File: src/rtl/anneal_pkg.sv
package anneal_pkg;

    localparam int CNT_W = 16;

    typedef logic [CNT_W-1:0] cnt_t;

    typedef enum logic [2:0] {
        ST_IDLE,
        ST_OSC,
        ST_COUPLE,
        ST_GAP,
        ST_FINAL,
        ST_SAMPLE,
        ST_DONE
    } seq_state_e;

    typedef struct packed {
        cnt_t settle;
        cnt_t gap;
        cnt_t rounds;
    } solve_cfg_t;

    typedef struct packed {
        logic osc_en;
        logic cpl_en;
        logic sample;
        logic done;
    } drive_t;

    function automatic cnt_t at_least_one(cnt_t v);
        return (v == '0) ? cnt_t'(1) : v;
    endfunction

    function automatic drive_t decode_drive(seq_state_e st);
        drive_t d;
        d = '0;
        unique case (st)
            ST_OSC:    d.osc_en = 1'b1;
            ST_COUPLE: begin d.osc_en = 1'b1; d.cpl_en = 1'b1; end
            ST_GAP:    d.osc_en = 1'b1;
            ST_FINAL:  begin d.osc_en = 1'b1; d.cpl_en = 1'b1; end
            ST_SAMPLE: begin d.osc_en = 1'b1; d.cpl_en = 1'b1; d.sample = 1'b1; end
            ST_DONE:   d.done = 1'b1;
            default:   d = '0;
        endcase
        return d;
    endfunction

endpackage

File: src/rtl/interval_timer.sv
module interval_timer #(
    parameter int W = anneal_pkg::CNT_W
) (
    input  logic         clk,
    input  logic         rst,
    input  logic         load,
    input  logic [W-1:0] load_val,
    output logic         expired
);
    logic [W-1:0] remain_q;

    always_ff @(posedge clk) begin
        if (rst) begin
            remain_q <= '0;
        end else if (load) begin
            // a period of L cycles ends when the count reaches zero; L of 0 acts as 1
            remain_q <= (load_val == '0) ? '0 : load_val - W'(1);
        end else if (remain_q != '0) begin
            remain_q <= remain_q - W'(1);
        end
    end

    assign expired = (remain_q == '0);
endmodule

File: src/rtl/pulse_tally.sv
module pulse_tally #(
    parameter int W = anneal_pkg::CNT_W
) (
    input  logic         clk,
    input  logic         rst,
    input  logic         load,
    input  logic [W-1:0] load_val,
    input  logic         step,
    output logic         last
);
    logic [W-1:0] left_q;

    always_ff @(posedge clk) begin
        if (rst) begin
            left_q <= W'(1);
        end else if (load) begin
            left_q <= (load_val == '0) ? W'(1) : load_val;
        end else if (step && left_q > W'(1)) begin
            left_q <= left_q - W'(1);
        end
    end

    assign last = (left_q == W'(1));
endmodule

File: src/rtl/anneal_sequencer.sv
module anneal_sequencer
    import anneal_pkg::*;
(
    input  logic             clk,
    input  logic             rst,
    input  logic             start_i,
    input  logic [CNT_W-1:0] settle_len_i,
    input  logic [CNT_W-1:0] gap_len_i,
    input  logic [CNT_W-1:0] pulse_num_i,
    output logic             osc_en_o,
    output logic             couple_en_o,
    output logic             sample_o,
    output logic             done_o
);
    seq_state_e state_q, state_d;
    solve_cfg_t cfg_q;
    drive_t     drv;

    logic       tmr_load;
    cnt_t       tmr_val;
    logic       tmr_expired;
    logic       tally_load;
    logic       tally_step;
    logic       tally_last;
    logic       accept;

    assign accept = (state_q == ST_IDLE) && start_i;

    interval_timer #(.W(CNT_W)) u_timer (
        .clk      (clk),
        .rst      (rst),
        .load     (tmr_load),
        .load_val (tmr_val),
        .expired  (tmr_expired)
    );

    pulse_tally #(.W(CNT_W)) u_tally (
        .clk      (clk),
        .rst      (rst),
        .load     (tally_load),
        .load_val (pulse_num_i),
        .step     (tally_step),
        .last     (tally_last)
    );

    always_comb begin
        state_d    = state_q;
        tmr_load   = 1'b0;
        tmr_val    = cfg_q.settle;
        tally_load = 1'b0;
        tally_step = 1'b0;
        unique case (state_q)
            ST_IDLE: begin
                if (start_i) begin
                    state_d    = ST_OSC;
                    tally_load = 1'b1;
                end
            end
            ST_OSC: begin
                state_d  = ST_COUPLE;
                tmr_load = 1'b1;
                tmr_val  = cfg_q.settle;
            end
            ST_COUPLE: begin
                if (tmr_expired) begin
                    state_d  = ST_GAP;
                    tmr_load = 1'b1;
                    tmr_val  = cfg_q.gap;
                end
            end
            ST_GAP: begin
                if (tmr_expired) begin
                    tally_step = 1'b1;
                    tmr_load   = 1'b1;
                    tmr_val    = cfg_q.settle;
                    state_d    = tally_last ? ST_FINAL : ST_COUPLE;
                end
            end
            ST_FINAL: begin
                if (tmr_expired) state_d = ST_SAMPLE;
            end
            ST_SAMPLE: state_d = ST_DONE;
            ST_DONE:   state_d = ST_IDLE;
            default:   state_d = ST_IDLE;
        endcase
    end

    always_ff @(posedge clk) begin
        if (rst) begin
            state_q <= ST_IDLE;
            cfg_q   <= '0;
        end else begin
            state_q <= state_d;
            if (accept) begin
                cfg_q.settle <= at_least_one(settle_len_i);
                cfg_q.gap    <= at_least_one(gap_len_i);
                cfg_q.rounds <= at_least_one(pulse_num_i);
            end
        end
    end

    always_comb drv = decode_drive(state_q);

    assign osc_en_o    = drv.osc_en;
    assign couple_en_o = drv.cpl_en;
    assign sample_o    = drv.sample;
    assign done_o      = drv.done;
endmodule

File: config.mk
export PLATFORM = sky130hd
export DESIGN_NAME = anneal_sequencer
export DESIGN_NICKNAME = d
export VERILOG_FILES = /design/src/rtl/anneal_pkg.sv /design/src/rtl/interval_timer.sv /design/src/rtl/pulse_tally.sv /design/src/rtl/anneal_sequencer.sv
export SDC_FILE = /design/constraint.sdc
export NUM_CORES = 1
export LEC_CHECK = 0
export BUFFER_PORTS_ARGS = -buffer_cell sky130_fd_sc_hd__buf_2
export CAP_MARGIN = 20
export CORE_MARGIN = 1.5
export CORE_UTILIZATION = 35
export DETAILED_ROUTE_END_ITERATION = 10
export RECOVER_POWER = 25
export SETUP_SLACK_MARGIN = 0.15
export SLEW_MARGIN = 15
export SYNTH_ARGS = -nofsm -noshare
export SYNTH_HDL_FRONTEND = slang
export SYNTH_SLANG_ARGS = --single-unit
File: constraint.sdc
create_clock -name clk -period 4.9 [get_ports clk]
set_clock_uncertainty 0.05 [all_clocks]
set_input_delay 0.245 -clock clk [delete_from_list [all_inputs] [get_ports clk]]
set_output_delay 0.245 -clock clk [all_outputs]
set_load 0.01 [all_outputs]
After elaboration in Yosys (flattened, before gate mapping)
Index checks and enable logic that the tools add are counted.
- input bits: 51
- word-level logic and storage cells: 60
- register bits after elaboration: 67
- output and inout port bits: 4
- add/sub/neg operators: 3
- reduce and logical (&&, ||, !) cells: 15
- order comparisons: 1
- mux-type cells: 25
- equality and inequality tests: 11
- operator list (operator ; number):
    16-bit 2-to-1 mux ; 10
    16-bit zero test ; 5
    16-bit by 1-bit subtractor with 16-bit output (second input constant) ; 3
    3-bit case mux with 6 select lines ; 1
    16-bit by 1-bit == test with 1-bit output (second input constant) ; 1
    16-bit by 1-bit greater-than comparator with 1-bit output (second input constant) ; 1
    16-bit nonzero test ; 1
    3-bit 2-to-1 mux ; 5
    3-bit == test (second input constant) ; 3
    1-bit 2-to-1 mux ; 8
    2-bit inequality test (second input constant) ; 4
    3-bit by 2-bit == test with 1-bit output (second input constant) ; 2
    5-bit OR reduction ; 1
    4-bit AND reduction ; 1
    2-bit nonzero test ; 2
    3-bit by 1-bit == test with 1-bit output (second input constant) ; 1
    3-bit zero test ; 1
    3-bit OR reduction ; 1
    1-bit logical AND ; 2
    1-bit case mux with 2 select lines ; 1
    2-bit OR reduction ; 1

Longest topological paths before layout
- depth in word-level cells: 6
- depth in mapped cells: 15
- depth with buffers taken out: 13

Hierarchy
A second synthesis with hierarchy kept.
- cells, all modules: 480
- area total of the unflattened synthesis: 4013.8 µm²
- by module, submodules not included (module ; cells an instance ; instances ; sequential area each (µm²) ; area an instance (µm²)):
    anneal_sequencer ; 201 ; 1 ; 700.7 ; 1744.2
    interval_timer ; 147 ; 1 ; 320.3 ; 1219.9
    pulse_tally ; 132 ; 1 ; 320.3 ; 1049.8

Worst setup path before layout
Ideal clock, no wire load.
- path kind: reg2reg
- start: register u_timer.remain_q[0]
- end: register u_timer.remain_q[14]
- path buffers: 2
- data required time: 4.716 ns
- library setup time: 0.134 ns
- arrival time: 3.892 ns
- cell stages (with the launch flop): 16
- slack: 0.825 ns
- cell sequence: dfxtp_1 inv_1 ha_1 or4b_1 nor4_4 nand2_1 buf_2 mux2i_1 ha_1 or4b_1 nor4_1 o311ai_2 and3_1 nand2_2 buf_6 o22ai_2
- word-level cells in the longest chain between the ends: 6
- ends and longest elaborated chain (what ; line ; RTL):
    start, declared ; interval_timer.sv:10 ; logic [W-1:0] remain_q;
    start signal, assigned ; interval_timer.sv:17 ; remain_q <= (load_val == '0) ? '0 : load_val - W'(1);
    start signal, assigned ; interval_timer.sv:19 ; remain_q <= remain_q - W'(1);
    16-bit zero test ; interval_timer.sv:23 ; assign expired = (remain_q == '0);
    16-bit 2-to-1 mux ; anneal_sequencer.sv:65 ; if (tmr_expired) begin
    16-bit 2-to-1 mux ; n/a ;
    16-bit by 1-bit subtractor with 16-bit output or 16-bit zero test (tied branches) ; interval_timer.sv:17 ;
    16-bit 2-to-1 mux ; interval_timer.sv:17 ;
    16-bit 2-to-1 mux ; interval_timer.sv:15 ; end else if (load) begin
Parallel ways exist; a longest one is shown, timed or not. The select of a mux whose other input is x is not followed.
A chain may end at the register's enable or synchronous reset.

Worst setup path after layout
Same ends and word-level chain as after synthesis.

==> impl_results.md <==
* Chip Width at 110 microns
* Power Dens Cells at 531 nW/um^2
* Crit path largest cell delay at 0.56 ns
* Syn avg cell area at 7.77 sq um
* Worst-path clk slew at 0.06 ns
* Worst Hold Class: primary input to register
* Slew at the pin closest to its max-slew limit at 2.04 ns
* Die Height at 110 microns
* Gr usage total at 0.184
* Number of remaining DRC errors at 0
* Fin cells at 714
* Arr. time, crit path at 4.48 ns
* Slew margin rel. at -0.358
* Drt pass-1 iters at 5
* DRT iter0 DRCs at 242
* CP Capture Type: register
* Layout cell share with drive strength beyond 1 at 0.161
* Post-CTS Hold Fix Bufs at 0
* Worst R2R Path Depth at 13
* Syn_nets at 578
* Netlist cell types at 58
* Setup ws final at 0.569 ns
* CTS H-tree lvls at 3
* Critical setup path kind: register to register
* Initial antenna violation count at 0
* Placed instance count at 698
* Area of the mapped netlist at 4030 sq um
* Min Clock Period, post-route at 4.33 ns
* Hold depth at 3
* Final wirelength at 10.7 mm
* Largest area contributor in the netlist: dfxtp_1
* Register area at 1340 sq um
* Max IR drop VDD at 187 uV
* Post-CTS sizing at 0
* Most frequent cell after synthesis: nand2_1
* Initial Util at 0.356
* First-pass GRT wire length at 17.5 mm
* Via-to-Cell Ratio at 5.46
* Std cell rows at 39
* Net count, final at 625
* Setup TNS after final layout at 0 ns
* CTS tree: yes
* EDFF count, synth at 0
* Synth top area share at 0.333
* IO Pins at 55
* Clock Path Buffers at 2
* Ordered list of cells on the worst path: inv_1 -> ha_1 -> or4b_1 -> nor4_4 -> nand2_1 -> mux2i_1 -> ha_1 -> or4b_1 -> nor4_1 -> o311ai_2 -> and3_1 -> nand2_2 -> o22ai_2
* Overall power at 0.00250 W
* Async set or reset register ratio after synthesis at 0
* Gpl congestion at 0.843
* Root Buffer: clkbuf_16
* Hold Path End: cfg_q[31]
* Multi-input gate area at 2560 sq um
* Sequential fraction of the synthesis area at 0.333
* Flop-to-flop setup slack at 0.57 ns
* CP max FO at 12
* Pre-CTS setup slack at 0.571 ns
* Startpoint types: register
* Hold path startpoint: gap_len_i[15]
* Core Region at 11300 sq um
* Post-CTS Setup Repair Bufs at 0
* Post-Syn Instances at 519
* Max Clk Rate at 231 MHz
* Pin count of the biggest net entering global routing at 49
* Placed wire-length estimate at 7.98 mm
* Die area at 12200 sq um
* Slowest stage cell, crit path: or4b_1
* Vias in the first global route at 3566
* Max-slew violation count at 49
* Top_reg_cell synth: dfxtp_1
* Leakage at 1.98 nW
* Clk_lat worst skew at 0.33 ns
* Violated checks: capacitance limit, slew limit
* Synth area leaders: dfxtp_1 33%, nand2_1 8.6%, a21oi_1 5.8%
* Max-cap violations at 1
* Worst path required time at 5.05 ns
* Most common library cells after synthesis: 92 x nand2_1, 67 x dfxtp_1, 47 x a21oi_1
* Antenna fix cells at 0
* Unrepaired setup endpoints after global routing: no
* Syn-to-layout area delta at 16.7%
* Synthesized flop and latch total at 67
* IO buf count at 54
* # setup viols final at 0
* Total congestion overflow at 0
* Fillcell total at 1183
* Clk sinks at 67
* Final hold vios at 0
* DR vias at 3902
* Origin of the critical flop-to-flop path: u_timer.remain_q[0]
* Post-DRT Antenna Nets at 0
* Reg2reg end: u_timer.remain_q[14]
* Status: finished with violations
* Wire per inst at 15.0 microns
* CTS Buf Count at 9
* Final period util at 0.884
* Yosys warns at 0
[sequential cells by signal, summed over array words and instances, names as in the netlist]
name	flops
cfg_q	32
state_q	3
u_tally.left_q	16
u_timer.remain_q	16
[through the flow]
stage	instance area [sq um]	util	hold WS (ns)
after floorplan	4030	-	0.329
after CTS	4710	0.416	0.103
after global routing	4710	0.416	0.120
after global placement	4420	0.390	0.414
final	4710	0.416	0.111
after detailed placement	4420	0.390	0.420
[cells in the final DEF, fill, tap and decap left out, types with 5 or more instances in the layout]
cell       Yosys  final
a21oi_1       47     47
a311oi_1       5      5
and3_1         9      9
buf_2          2     52
clkbuf_16      0      9
dfxtp_1       67     67
ha_1           8      8
inv_1         11     11
mux2i_1       11     11
nand2_1       92     92
nand2b_1       5      5
nand3_1       10     10
nor2_1        44     44
nor3_1        17     16
nor4_1        19     19
o21ai_0       18     18
o21ai_1        6      6
o22ai_2        6      6
o31ai_1        6      6
or3_1          9      9
or4_1         10     10
xnor2_1       13     13
xor2_1        21     21
[cell type report]
| class | instances | share of cell area |
|---|---|---|
| flip-flops and latches | 67 | 0.285 |
| multi-input cells | 419 | 0.543 |
| clock inverters | 7 | 0.0146 |
| inverters | 11 | 0.00877 |
| well taps | 143 | 0.0380 |
| repair buffers | 58 | 0.0625 |
| clock buffers | 9 | 0.0479 |
[critical path, delay by kind of cell, from the launching register on]
kind                       cells  cell delay [ns]
AOI/OAI and AO/OA              2             0.34
adders and majority gates      2             0.43
buffers and inverters          1             0.11
DFF                            1             0.32
muxes                          1             0.29
and+or+nand+nor                7             2.65
[worst max path at each step]
stage | start | end | slack (ns)
6_report | u_timer.remain_q[0] | u_timer.remain_q[14] | 0.57
5_1_grt | u_timer.remain_q[0] | u_timer.remain_q[14] | 0.20
4_1_cts | u_timer.remain_q[0] | u_timer.remain_q[14] | 0.55
3_5_place_dp | u_timer.remain_q[0] | u_timer.remain_q[14] | 0.57
3_3_place_gp | u_timer.remain_q[0] | u_timer.remain_q[8] | 0.69
2_1_floorplan | u_timer.remain_q[0] | u_timer.remain_q[14] | 0.82
[cells by family after synthesis]
family	Yosys count	share of synthesized area
simple gates	242	0.302
xor+xnor	34	0.0738
flops	67	0.333
buf+inv	33	0.0350
fa+ha+maj	8	0.0248
compound gates	122	0.199
mux	13	0.0329
[routing by layer]
metal | track usage | vias to the layer above | wire, microns
met5 | 0 | - | 0
met4 | 0.0852 | 0 | 247
met3 | 0.0323 | 20 | 574
met2 | 0.278 | 107 | 4830
met1 | 0.254 | 1806 | 5040
li1 | - | 1969 | -
[power by group]
group | switching (W) | leakage [nW] | internal (W)
Sequential | 0.000127 | 0.550 | 0.000659
Combinational | 0.000635 | 1.29 | 0.000445
Clock | 0.000243 | 0.141 | 0.000391
Power figures use the tool's default switching activity.
